$ cat config.mk
export PLATFORM = sky130hd
export DESIGN_NAME = onewire_rom_layer
export DESIGN_NICKNAME = d
export VERILOG_FILES = /design/src/rtl/onewire_rom_pkg.sv /design/src/rtl/onewire_rom_decode.sv /design/src/rtl/onewire_rom_id.sv /design/src/rtl/onewire_rom_layer.sv
export SDC_FILE = /design/constraint.sdc
export NUM_CORES = 1
export LEC_CHECK = 0
export BUFFER_PORTS_ARGS = -buffer_cell sky130_fd_sc_hd__buf_2
export CAP_MARGIN = 20
export CELL_PAD_IN_SITES_DETAIL_PLACEMENT = 0
export CELL_PAD_IN_SITES_GLOBAL_PLACEMENT = 1
export CORE_ASPECT_RATIO = 0.7
export CORE_MARGIN = 2
export CORE_UTILIZATION = 45
export CTS_CLUSTER_SIZE = 10
export DETAILED_ROUTE_END_ITERATION = 12
export PLACE_DENSITY = 0.87
export SLEW_MARGIN = 30
export SYNTH_ARGS = -nofsm -noshare
export SYNTH_HDL_FRONTEND = slang
export SYNTH_HIERARCHICAL = 1
export SYNTH_SLANG_ARGS = --single-unit
$ cat constraint.sdc
create_clock -name clk -period 2.5 [get_ports clk]
set_input_delay 0.25 -clock clk [delete_from_list [all_inputs] [get_ports clk]]
set_output_delay 0.25 -clock clk [all_outputs]
set_load 0.1 [all_outputs]
$ cat src/rtl/onewire_rom_pkg.sv
// Package: shared state and operation types plus ROM command codes for the
// 1-Wire ROM command layer. Assumes 8-bit commands, LSB first on the wire.
package onewire_rom_pkg;

    localparam int CMD_W = 8;

    localparam logic [CMD_W-1:0] CMD_READ    = 8'h33;
    localparam logic [CMD_W-1:0] CMD_MATCH   = 8'h55;
    localparam logic [CMD_W-1:0] CMD_SEARCH  = 8'hF0;
    localparam logic [CMD_W-1:0] CMD_CSEARCH = 8'hEC;
    localparam logic [CMD_W-1:0] CMD_SKIP    = 8'hCC;
    localparam logic [CMD_W-1:0] CMD_ODSKIP  = 8'h3C;
    localparam logic [CMD_W-1:0] CMD_ODMATCH = 8'h69;

    typedef enum logic [2:0] {
        ST_WAIT,    // silent until next bus reset
        ST_CMD,     // collecting command byte
        ST_READ,    // sending identity
        ST_MATCH,   // comparing received code
        ST_SEARCH,  // bit / complement / choice triplets
        ST_GRANT    // function layer owns the bus
    } rom_state_t;

    typedef enum logic [2:0] {
        OP_READ, OP_MATCH, OP_SEARCH, OP_CSEARCH,
        OP_SKIP, OP_ODSKIP, OP_ODMATCH, OP_BAD
    } rom_op_t;

    typedef enum logic [1:0] {
        PH_OWN  = 2'd0,   // send own bit
        PH_INV  = 2'd1,   // send complement
        PH_PICK = 2'd2    // receive master's choice
    } search_ph_t;

endpackage

$ cat src/rtl/onewire_rom_decode.sv
// Module: onewire_rom_decode
// Maps a completed command byte onto an operation code. Purely
// combinational; assumes the caller presents the byte only when complete.
module onewire_rom_decode
    import onewire_rom_pkg::*;
(
    input  logic [CMD_W-1:0] cmd_byte,
    output rom_op_t          op
);

    // Command byte to operation lookup
    always_comb begin
        unique case (cmd_byte)
            CMD_READ:    op = OP_READ;
            CMD_MATCH:   op = OP_MATCH;
            CMD_SEARCH:  op = OP_SEARCH;
            CMD_CSEARCH: op = OP_CSEARCH;
            CMD_SKIP:    op = OP_SKIP;
            CMD_ODSKIP:  op = OP_ODSKIP;
            CMD_ODMATCH: op = OP_ODMATCH;
            default:     op = OP_BAD;
        endcase
    end

endmodule

$ cat src/rtl/onewire_rom_id.sv
// Module: onewire_rom_id
// Holds the device identity {check byte, serial, family} and returns the bit
// at a given index (index 0 = family bit 0). The check byte is a CRC of the
// family and serial fields, LSB first, poly x^8+x^5+x^4+1, start value zero.
// Assumes parameters are constant, so the CRC reduces to constants.
module onewire_rom_id #(
    parameter logic [7:0] FAMILY   = 8'h20,
    parameter int         SERIAL_W = 48,
    parameter logic [SERIAL_W-1:0] SERIAL = 48'h0000_5A3C_1E77,
    localparam int DATA_W = 8 + SERIAL_W,
    localparam int ID_W   = DATA_W + 8,
    localparam int IDX_W  = $clog2(ID_W)
) (
    input  logic [IDX_W-1:0] idx,
    output logic             id_bit
);

    logic [DATA_W-1:0] body;
    logic [7:0]        crc;
    logic [ID_W-1:0]   ident;

    assign body  = {SERIAL, FAMILY};
    assign ident = {crc, body};

    // Reflected CRC-8 over the body, one bit at a time
    always_comb begin
        logic fb;
        crc = '0;
        for (int i = 0; i < DATA_W; i++) begin
            fb  = crc[0] ^ body[i];
            crc = crc >> 1;
            if (fb) crc = crc ^ 8'h8C;
        end
    end

    // Bit select of the identity
    assign id_bit = ident[idx];

endmodule

$ cat src/rtl/onewire_rom_layer.sv
// Module: onewire_rom_layer (top)
// ROM function stage of a 1-Wire slave on a bit-slot interface. After each
// bus reset it collects a command byte and performs read, match, search,
// conditional search, skip or their overdrive forms. Assumes rx_valid and
// tx_req are single-cycle strobes from a bit-slot engine, never together,
// and that tx_bit/tx_drive are sampled before tx_req consumes the slot.
module onewire_rom_layer
    import onewire_rom_pkg::*;
#(
    parameter logic [7:0] FAMILY   = 8'h20,
    parameter int         SERIAL_W = 48,
    parameter logic [SERIAL_W-1:0] SERIAL = 48'h0000_5A3C_1E77,
    localparam int ID_W   = SERIAL_W + 16,
    localparam int IDX_W  = $clog2(ID_W),
    localparam int CNT_W  = $clog2(CMD_W)
) (
    input  logic clk,
    input  logic rst_n,
    input  logic bus_reset,
    input  logic reset_long,
    input  logic rx_valid,
    input  logic rx_bit,
    input  logic tx_req,
    input  logic cond_flag,
    output logic tx_bit,
    output logic tx_drive,
    output logic func_grant,
    output logic overdrive
);

    localparam logic [IDX_W-1:0] IDX_LAST = IDX_W'(ID_W - 1);
    localparam logic [CNT_W-1:0] CNT_LAST = CNT_W'(CMD_W - 1);

    rom_state_t        state;
    search_ph_t        phase;
    logic [IDX_W-1:0]  idx;
    logic [CNT_W-1:0]  cmd_cnt;
    logic [CMD_W-1:0]  cmd_sr;
    logic [CMD_W-1:0]  cmd_next;
    rom_op_t           op;
    logic              id_bit;
    logic              last_bit;

    assign cmd_next = {rx_bit, cmd_sr[CMD_W-1:1]};
    assign last_bit = (idx == IDX_LAST);

    onewire_rom_decode u_decode (
        .cmd_byte (cmd_next),
        .op       (op)
    );

    onewire_rom_id #(
        .FAMILY   (FAMILY),
        .SERIAL_W (SERIAL_W),
        .SERIAL   (SERIAL)
    ) u_id (
        .idx    (idx),
        .id_bit (id_bit)
    );

    // Command sequencing: byte collection, then the chosen ROM operation
    always_ff @(posedge clk) begin
        if (!rst_n) begin
            state   <= ST_WAIT;
            phase   <= PH_OWN;
            idx     <= '0;
            cmd_cnt <= '0;
            cmd_sr  <= '0;
        end else if (bus_reset) begin
            state   <= ST_CMD;
            phase   <= PH_OWN;
            idx     <= '0;
            cmd_cnt <= '0;
        end else begin
            unique case (state)
                ST_CMD: if (rx_valid) begin
                    cmd_sr  <= cmd_next;
                    cmd_cnt <= cmd_cnt + 1'b1;
                    if (cmd_cnt == CNT_LAST) begin
                        unique case (op)
                            OP_READ:                state <= ST_READ;
                            OP_MATCH, OP_ODMATCH:   state <= ST_MATCH;
                            OP_SEARCH:              state <= ST_SEARCH;
                            OP_CSEARCH:             state <= cond_flag ? ST_SEARCH : ST_WAIT;
                            OP_SKIP, OP_ODSKIP:     state <= ST_GRANT;
                            default:                state <= ST_WAIT;
                        endcase
                    end
                end
                ST_READ: if (tx_req) begin
                    idx <= idx + 1'b1;
                    if (last_bit) state <= ST_GRANT;
                end
                ST_MATCH: if (rx_valid) begin
                    idx <= idx + 1'b1;
                    if (rx_bit != id_bit) state <= ST_WAIT;
                    else if (last_bit)    state <= ST_GRANT;
                end
                ST_SEARCH: begin
                    if (phase == PH_OWN && tx_req) phase <= PH_INV;
                    else if (phase == PH_INV && tx_req) phase <= PH_PICK;
                    else if (phase == PH_PICK && rx_valid) begin
                        phase <= PH_OWN;
                        idx   <= idx + 1'b1;
                        if (rx_bit != id_bit) state <= ST_WAIT;
                        else if (last_bit)    state <= ST_GRANT;
                    end
                end
                default: ;
            endcase
        end
    end

    // Speed flag: set by overdrive commands, cleared only by a long reset
    always_ff @(posedge clk) begin
        if (!rst_n)
            overdrive <= 1'b0;
        else if (bus_reset)
            overdrive <= overdrive & ~reset_long;
        else if (state == ST_CMD && rx_valid && cmd_cnt == CNT_LAST &&
                 (op == OP_ODSKIP || op == OP_ODMATCH))
            overdrive <= 1'b1;
    end

    // Read-slot data: identity bit, or its complement in the second search step
    always_comb begin
        tx_drive = (state == ST_READ) ||
                   (state == ST_SEARCH && phase != PH_PICK);
        if (!tx_drive)
            tx_bit = 1'b1;
        else if (state == ST_SEARCH && phase == PH_INV)
            tx_bit = ~id_bit;
        else
            tx_bit = id_bit;
    end

    assign func_grant = (state == ST_GRANT);

endmodule

==> results.txt, run 1 <==
----------------------------------------------------
[Route]
  Overall routed net length ... around 3400 um
  Via density per instance ... between 5 and 6
  Total number of vias ... ~1400
  Iteration-0 DRC Markers ... about 150
  Number of iterations in the first detailed-routing pass ... 4
  Antenna Violating Nets Remaining ... 0
  DRC Markers ... 0
  Detailed-route wire length per cell ... approximately 14 um

[Worst setup path]
  Worst setup path startpoint ... cmd_sr[4]
  Cell at the slowest stage of the critical path ... sky130_fd_sc_hd__dfxtp_1
  Worst setup SP type ... flop
  Depth of the worst register-to-register path ... 8
  Data required time at the worst endpoint ... 2660 ps
  WP data arrival ... 2470 ps
  Worst R2R End ... state[2]
  Cells along the critical path ... nor2b_1 > nor4b_1 > a31oi_1 > o21ai_2 > nand2b_1 > o21ai_1 > o221ai_1 > a221oi_1
  Kind of critical path ... reg -> reg
  Biggest fanout along the worst timing path ... 9
  Slack of the worst reg-to-reg path ... just under 200 ps
  Capturing instance or port of the critical path ... state[2]
  Launch instance of the worst register-to-register path ... cmd_sr[4]
  Crit. End Element ... flop
  Maximum single-stage delay on the critical path ... around 470 ps

[Clock network]
  Clock latency on the worst-skew pair ... about 260 ps
  Buffer depth of the longest clock path ... 2
  Clock tree from TritonCTS ... done
  Clock tree root buffer cell ... sky130_fd_sc_hd__clkbuf_8
  TritonCTS buffer count ... 3
  Level count of the clock H-tree ... 1
  Clk sink count ... 22
  Hold Buf Count CTS ... 0
  Clock transition time at the flip-flop clock pins of the worst setup and hold paths ... 80 ps

[Cells and area]
  Fraction of layout instances using a drive strength above 1 ... between 15 and 20%
  FF/Latch Area ... approximately 440 sq um
  Post-layout util ... 51.0%
  Multi-input gate area ... 1080 sq um
  Final std cell area, no fill ... 1760 sq um
  Diodes inserted ... 0
  Area Overhead vs Synth ... 10.6%
  Fill cells ... approximately 330
  Final net count ... ~210

[Yosys]
  Top post-synthesis cells by area ... sky130_fd_sc_hd__dfxtp_1 (28%), sky130_fd_sc_hd__mux2i_1 (8.2%), sky130_fd_sc_hd__ha_1 (4.7%)
  Area share of and/or/nand/nor cells after synthesis ... a little under a third
  Post-synthesis sequential area ratio ... about 28%
  Post-synth top area share ... 27.7%
  Top post-synthesis cells by count ... sky130_fd_sc_hd__dfxtp_1 (22), sky130_fd_sc_hd__nand2_1 (18), sky130_fd_sc_hd__mux2i_1 (13), sky130_fd_sc_hd__nor2b_1 (11), sky130_fd_sc_hd__o21ai_0 (11)
  Top-count cell post-synth ... sky130_fd_sc_hd__dfxtp_1
  Fraction of synthesized area in multiplexers ... approximately 8.2%
  Net Count, Synth ... roughly 200
  Share of async-settable or async-resettable flops after synthesis ... 0%
  Yosys reg bits ... 22
  Dominant combinational cell family by area after synthesis ... simple AND/OR/NAND/NOR gates
  Top_reg_cell synth ... sky130_fd_sc_hd__dfxtp_1
  Syn Area/Cell ... 8.59 sq um
  Largest area contributor in the synthesized netlist ... sky130_fd_sc_hd__dfxtp_1
  Post-synthesis cell area ... 1590 sq um
  Adder-cell area share of the yosys netlist ... 4.72%
  Number of flops mapped to enable cells by yosys ... 0
  Share of the synthesized area in compound gates (AO/OA/AOI/OAI) ... 18.4%
  Count of cell types in the netlist ... 54
  Warning count from the yosys run ... 6
  XOR/XNOR Fraction of Synth Area ... just under 4%
  Number of instances in the synthesized netlist ... ~190

[Power and ir drop]
  Power density over cell area ... ~420 nW/um^2
  Maximum ir drop on the vdd rail ... roughly 0.38 mV
  Leakage ... about 0.62 nW

[Placement]
  Post-detailed-placement cell area ... between 1500 and 2000 sq um
  Weighted congestion reported at the end of routability-driven placement ... ~0.85
  Post-detailed-placement half-perimeter wirelength ... roughly 2500 um
  Port-buffer cells ... 11

[STA]
  Endpoints failing hold ... 0
  Worst-case clock skew ... about 1.7 ps
  Max-slew violations ... 0
  Endpoints failing setup ... 0
  Period utilization ... just over 90%
  Final worst path period need ... ~2300 ps
  Actual slew at the worst max-slew pin ... 503 ps
  Upper clock frequency limit ... ~430 MHz
  Worst max-slew margin expressed relative to the limit ... ~66%

[Global routing]
  Gr usage total ... 18.0%
  Initial antenna violation count ... 0
  First-pass GRT wire length ... between 5000 and 6000 um
  GRT overflow ... 0
  Via count of the first global-routing pass ... between 1000 and 1500
  Largest net degree at the start of global routing ... 14

[Floorplanning]
  Effective utilization at floorplan ... 46.1%
  Die boundary height ... 53.7 um
  Die area ... ~4000 sq um
  DIE WIDTH ... ~75 um
  Number of I/O pins ... 12
  Standard-cell row count ... 18
  Core area ... about 3400 sq um

[Job]
  Max cap viols ... 0

[Outcome]
  Status ... finished, final reports clean

[Hold path]
  Worst min-delay path class ... in -> reg

----------------------------------------------------
-- what timing repair did --
| action | in CTS | in global routing |
|---|---|---|
| setup endpoints to repair | 0 | 2 |
| gates resized for setup | 0 | 4 |
| setup buffers | 0 | 0 |
-- flip-flops by register name, indices dropped and copies added (netlist names) --
name and flops:
cmd_sr 7, idx 6, cmd_cnt 3, state 3, phase 2, overdrive 1
-- where the power goes --
group / internal, mW / total [mW] / switching (mW)
Combinational: 0.0173 / 0.0376 / 0.0203
Sequential: 0.352 / 0.357 / 0.00513
Clock: 0.214 / 0.338 / 0.124
-- worst max-delay path, delay by kind of cell (launching register included) --
kind            cells  cell delay, ps
flops               1             470
compound gates      5            1050
simple gates        3             680
-- kinds of logic (layout without fill, tap and decap cells) --
family,after synthesis,in the layout
xor+xnor,7,7
simple gates,79,79
mux,13,13
buf+inv,15,22
fa+ha+maj,6,6
flops,22,22
compound gates,43,43
-- placed cells by master, fill, tap and decap left out, types with 3 or more instances in the layout --
master / synthesis / routed
sky130_fd_sc_hd__buf_2: 2 / 10
sky130_fd_sc_hd__o21ai_0: 11 / 10
sky130_fd_sc_hd__and4bb_2: 3 / 3
sky130_fd_sc_hd__nand3b_1: 3 / 3
sky130_fd_sc_hd__nor2_1: 10 / 10
sky130_fd_sc_hd__dfxtp_1: 22 / 21
sky130_fd_sc_hd__and4bb_1: 4 / 4
sky130_fd_sc_hd__o21ai_1: 3 / 3
sky130_fd_sc_hd__ha_1: 6 / 6
sky130_fd_sc_hd__nand3_1: 4 / 4
sky130_fd_sc_hd__nand2b_1: 5 / 5
sky130_fd_sc_hd__a21oi_1: 7 / 6
sky130_fd_sc_hd__inv_1: 6 / 6
sky130_fd_sc_hd__nand2_1: 18 / 17
sky130_fd_sc_hd__mux2i_1: 13 / 13
sky130_fd_sc_hd__nor2b_1: 11 / 11
sky130_fd_sc_hd__a31oi_1: 4 / 4
sky130_fd_sc_hd__clkbuf_8: 0 / 3
sky130_fd_sc_hd__xor2_1: 4 / 4
sky130_fd_sc_hd__xnor2_1: 3 / 3
-- worst min path at each step --
stage | startpoint | end | slack (ps) | cells past startpoint
2_1_floorplan | rx_bit | cmd_sr[7] | 420 | 2
3_3_place_gp | overdrive | overdrive | 450 | 2
3_5_place_dp | overdrive | overdrive | 460 | 2
4_1_cts | reset_long | overdrive | 260 | 4
5_1_grt | reset_long | overdrive | 280 | 4
6_report | reset_long | overdrive | 260 | 4
-- final cells by class --
| class | count | share of cell area (%) |
|---|---|---|
| Timing Repair Buffer | 12 | 4.42 |
| Tap cell | 50 | 3.56 |
| Sequential cell | 22 | 25.1 |
| Clock inverter | 1 | 1.71 |
| Clock buffer | 3 | 2.35 |
| Inverter | 6 | 1.28 |
| Multi-Input combinational cell | 148 | 61.5 |
-- metal layers --
metal  routed length (um)  up-vias  global-route usage (%)
li1                     -      690                       -
met1                 1630      657                    25.3
met2                 1550       47                    29.1
met3                  246        0                    4.31
met4                    0        0                    2.08
met5                    0        -                       0
-- through the flow --
step | total power, mW | std cells | hold WS (ps) | TNS, ps | setup WS (ps)
after global placement | 0.401 | 238 | 453 | 0 | 352
after floorplan | 0.391 | 185 | 420 | 0 | 22.1
after global routing | 0.751 | 242 | 276 | -7.24 | -7.24
after CTS | 0.736 | 242 | 259 | 0 | 46.0
after detailed placement | 0.403 | 238 | 461 | 0 | 198
final | 0.733 | 242 | 259 | 0 | 198
No activity file was read; power rests on OpenSTA's default activity.
==> run 2: changes to the inputs <==
Settings changed: BUFFER_PORTS_ARGS -buffer_cell sky130_fd_sc_hd__buf_2 to not set, DONT_BUFFER_PORTS set to 1, PLACE_DENSITY 0.87 to 0.84.
==> run 2 against run 1 <==
Cell count is 2.9% lower. Design area is 2.5% lower. Core utilization is 1.3 points lower. Wire length is 5.0% lower. Critical path depth is 1 higher. Critical path type is now reg -> out.
==> results.txt, run 2 (synthesized netlist as in run 1, its figures left out) <==
----------------------------------------------------
[Clock network]
  Clk sink count ... 22 (unchanged)
  Clock tree from TritonCTS ... done (unchanged)
  Clock transition time at the flip-flop clock pins of the worst setup and hold paths ... 80 ps (about the same)
  Clock tree root buffer cell ... sky130_fd_sc_hd__clkbuf_8 (unchanged)
  Clock latency on the worst-skew pair ... 260 ps (about the same)
  Hold Buf Count CTS ... 0 (unchanged)
  TritonCTS buffer count ... 3 (unchanged)
  Level count of the clock H-tree ... 1 (unchanged)
  Buffer depth of the longest clock path ... 2 (unchanged)
  Number of buffers inserted to repair setup after CTS ... 0 (unchanged)

[Global routing]
  Largest net degree at the start of global routing ... 14 (unchanged)
  Grt met3 use ... 5.06% (was 4.31%)
  Gr usage total ... 16.8% (was 18.0%)
  First-pass GRT wire length ... 5180 um (was 5560 um)
  GRT overflow ... 0 (unchanged)
  Global routing usage on met2 ... 25.1% (was 29.1%)
  Initial antenna violation count ... 0 (unchanged)
  Via count of the first global-routing pass ... 1135 (was 1210)
  Routing layer with the top usage in global route ... met2 (unchanged)
  Met1 global-route usage ... 24.4% (was 25.3%)

[Floorplanning]
  Core area ... 3450 sq um (unchanged)
  Die area ... 4030 sq um (unchanged)
  Effective utilization at floorplan ... 46.1% (unchanged)
  Standard-cell row count ... 18 (unchanged)
  Number of I/O pins ... 12 (unchanged)
  DIE WIDTH ... 75.0 um (unchanged)
  Die boundary height ... 53.7 um (unchanged)

[Worst setup path]
  Maximum single-stage delay on the critical path ... 400 ps (was 470 ps)
  Family with the most delay on the worst path ... compound AO/OA/AOI/OAI gates (unchanged)
  Worst setup SP type ... flop (unchanged)
  Depth of the worst register-to-register path ... 8 (unchanged)
  Biggest fanout along the worst timing path ... 5 (was 9)
  WP data arrival ... 2100 ps (was 2470 ps)
  Crit. End Element ... primary output (was flop)
  Crit path buffers/inverters ... 2 (was 0)
  Cell at the slowest stage of the critical path ... sky130_fd_sc_hd__dfxtp_1 (unchanged)
  Cells along the critical path ... inv_1 > ha_1 > nand2_1 > o21ai_0 > a31oi_1 > o32ai_2 > xor2_1 > nand2_2 > buf_4 (was nor2b_1 > nor4b_1 > a31oi_1 > o21ai_2 > nand2b_1 > o21ai_1 > o221ai_1 > a221oi_1)
  Kind of critical path ... reg -> out (was reg -> reg)
  Launch instance of the worst register-to-register path ... cmd_sr[6] (was cmd_sr[4])
  Data required time at the worst endpoint ... 2250 ps (was 2660 ps)
  Slack of the worst reg-to-reg path ... 310 ps (was 200 ps)
  Worst R2R End ... state[2] (unchanged)

[STA]
  Upper clock frequency limit ... 426 MHz (was 434 MHz)
  Actual slew at the worst max-slew pin ... 522 ps (was 503 ps)
  Period utilization ... 93.9% (was 92.1%)
  Tightest hold margin ... 116 ps (was 259 ps)
  Worst max-slew margin expressed relative to the limit ... 64.8% (was 66.1%)
  Endpoints failing setup ... 0 (unchanged)
  Setup repair after global routing missed its margin ... false
  Final worst path period need ... 2350 ps (was 2300 ps)
  Max-slew violations ... 0 (unchanged)
  Total negative setup slack ... 0 ps (unchanged)
  Worst-case clock skew ... 2.56 ps (was 1.73 ps)
  Fin worst setup slack ... 154 ps (was 198 ps)
  Endpoints failing hold ... 0 (unchanged)

[Job]
  Max cap viols ... 0 (unchanged)

[Route]
  Overall routed net length ... 3250 um (was 3420 um)
  Detailed-route wire length per cell ... 13.8 um (was 14.1 um)
  Antenna Violating Nets Remaining ... 0 (unchanged)
  Iteration-0 DRC Markers ... 82 (was 153)
  Total number of vias ... 1324 (was 1394)
  DRC Markers ... 0 (unchanged)
  Number of iterations in the first detailed-routing pass ... 4 (unchanged)
  Via density per instance ... 5.63 (was 5.76)

[Hold path]
  Terminating pin of the worst hold path ... cmd_sr[7] (was overdrive)
  Count of cells along the worst hold path ... 1 (was 4)
  Hold path startpoint ... rst_n (was reset_long)
  Worst min-delay path class ... in -> reg (unchanged)

[Power and ir drop]
  Overall power consumption ... 0.713 mW (was 0.733 mW)
  Power density over cell area ... 416 nW/um^2 (was 417 nW/um^2)
  Net Sw Frac ... 18.7% (was 20.4%)
  Proportion of power drawn by the clock network ... 46.2% (was 46.1%)
  Net Switching ... 0.133 mW (was 0.150 mW)
  Maximum ir drop on the vdd rail ... 0.228 mV (was 0.376 mV)
  Leakage ... 0.586 nW (was 0.622 nW)
  Combinational fraction of design power ... 3.7% (was 5.1%)
  Fraction of power consumed by sequential logic ... 50.1% (was 48.8%)
  Cell internal pwr ... 0.580 mW (was 0.584 mW)

[Cells and area]
  Fraction of layout instances using a drive strength above 1 ... 13.0% (was 16.7%)
  Top flop regs ... cmd_sr x7, idx x6 (unchanged)
  Final net count ... 200 (was 207)
  Area Overhead vs Synth ... 7.80% (was 10.6%)
  Number of flip-flops in the largest register ... 7 (unchanged)
  Register ranked first by flip-flop count ... cmd_sr (unchanged)
  Diodes inserted ... 0 (unchanged)
  Most common library cell in the layout ignoring fill and taps ... sky130_fd_sc_hd__dfxtp_1 (unchanged)
  Most frequent cells in the layout ... sky130_fd_sc_hd__dfxtp_1 (21), sky130_fd_sc_hd__nand2_1 (17), sky130_fd_sc_hd__mux2i_1 (13) (unchanged)
  Fill cells ... 326 (was 329)
  Final std cell area, no fill ... 1710 sq um (was 1760 sq um)

[Outcome]
  Status ... finished, final reports clean (unchanged)

[Placement]
  Post-detailed-placement half-perimeter wirelength ... 2400 um (was 2480 um)
  Weighted congestion reported at the end of routability-driven placement ... 0.759 (was 0.855)
  Setup slack after placement ... 227 ps (was 198 ps)
  Post-detailed-placement cell area ... 1630 sq um (was 1670 sq um)
  Port-buffer cells ... 0 (was 11)

----------------------------------------------------
==> run 2: layout make-up <==
type	count	area, sq um	share of cell area [%]
clock buffers	3	41.3	2.41
clock inverters	1	30.0	1.75
inverters	6	22.5	1.31
multi-input cells	148	1080	62.9
flip-flops and latches	22	442	25.8
well taps	50	62.6	3.65
repair buffers	5	37.5	2.19
==> run 2: repair_timing <==
action	in CTS	in global routing
endpoints found under the setup margin	0	1
hold endpoints to repair	0	0
gates resized for setup	0	2
==> run 2: power by group through the flow <==
stage | Sequential (mW) | Combinational [mW] | Clock (mW)
floorplan | 0.362 | 0.0286 | 0
global placement | 0.365 | 0.0252 | 0
detailed placement | 0.366 | 0.0259 | 0
CTS | 0.357 | 0.0262 | 0.339
global route | 0.358 | 0.0286 | 0.353
finish | 0.357 | 0.0262 | 0.330
==> run 2: worst max-delay path by stage <==
stage / from / end / slack, ps / cells past startpoint
after CTS: idx[0] / tx_bit / 10 / 8
after global placement: idx[0] / state[0] / 330 / 9
after floorplan: state[2] / tx_bit / 20 / 4
after global routing: idx[1] / tx_bit / 5 / 9
final: idx[1] / tx_bit / 150 / 9
after detailed placement: idx[0] / state[0] / 230 / 9
==> run 2: stage by stage <==
stage | std cells | utilization [%]
final | 235 | 49.7
after detailed placement | 231 | 47.4
after global placement | 231 | 47.4
after floorplan | 185 | -
after CTS | 235 | 49.5
after global routing | 235 | 49.7
==> run 2: layer usage <==
layer  up-vias  share of wire (%)  routed length, um
met2        35                 43               1390
met4         0               0.25                  8
met1       611                 52               1680
met3         2                5.3                171
li1        676                  -                  -
met5         -                  0                  0
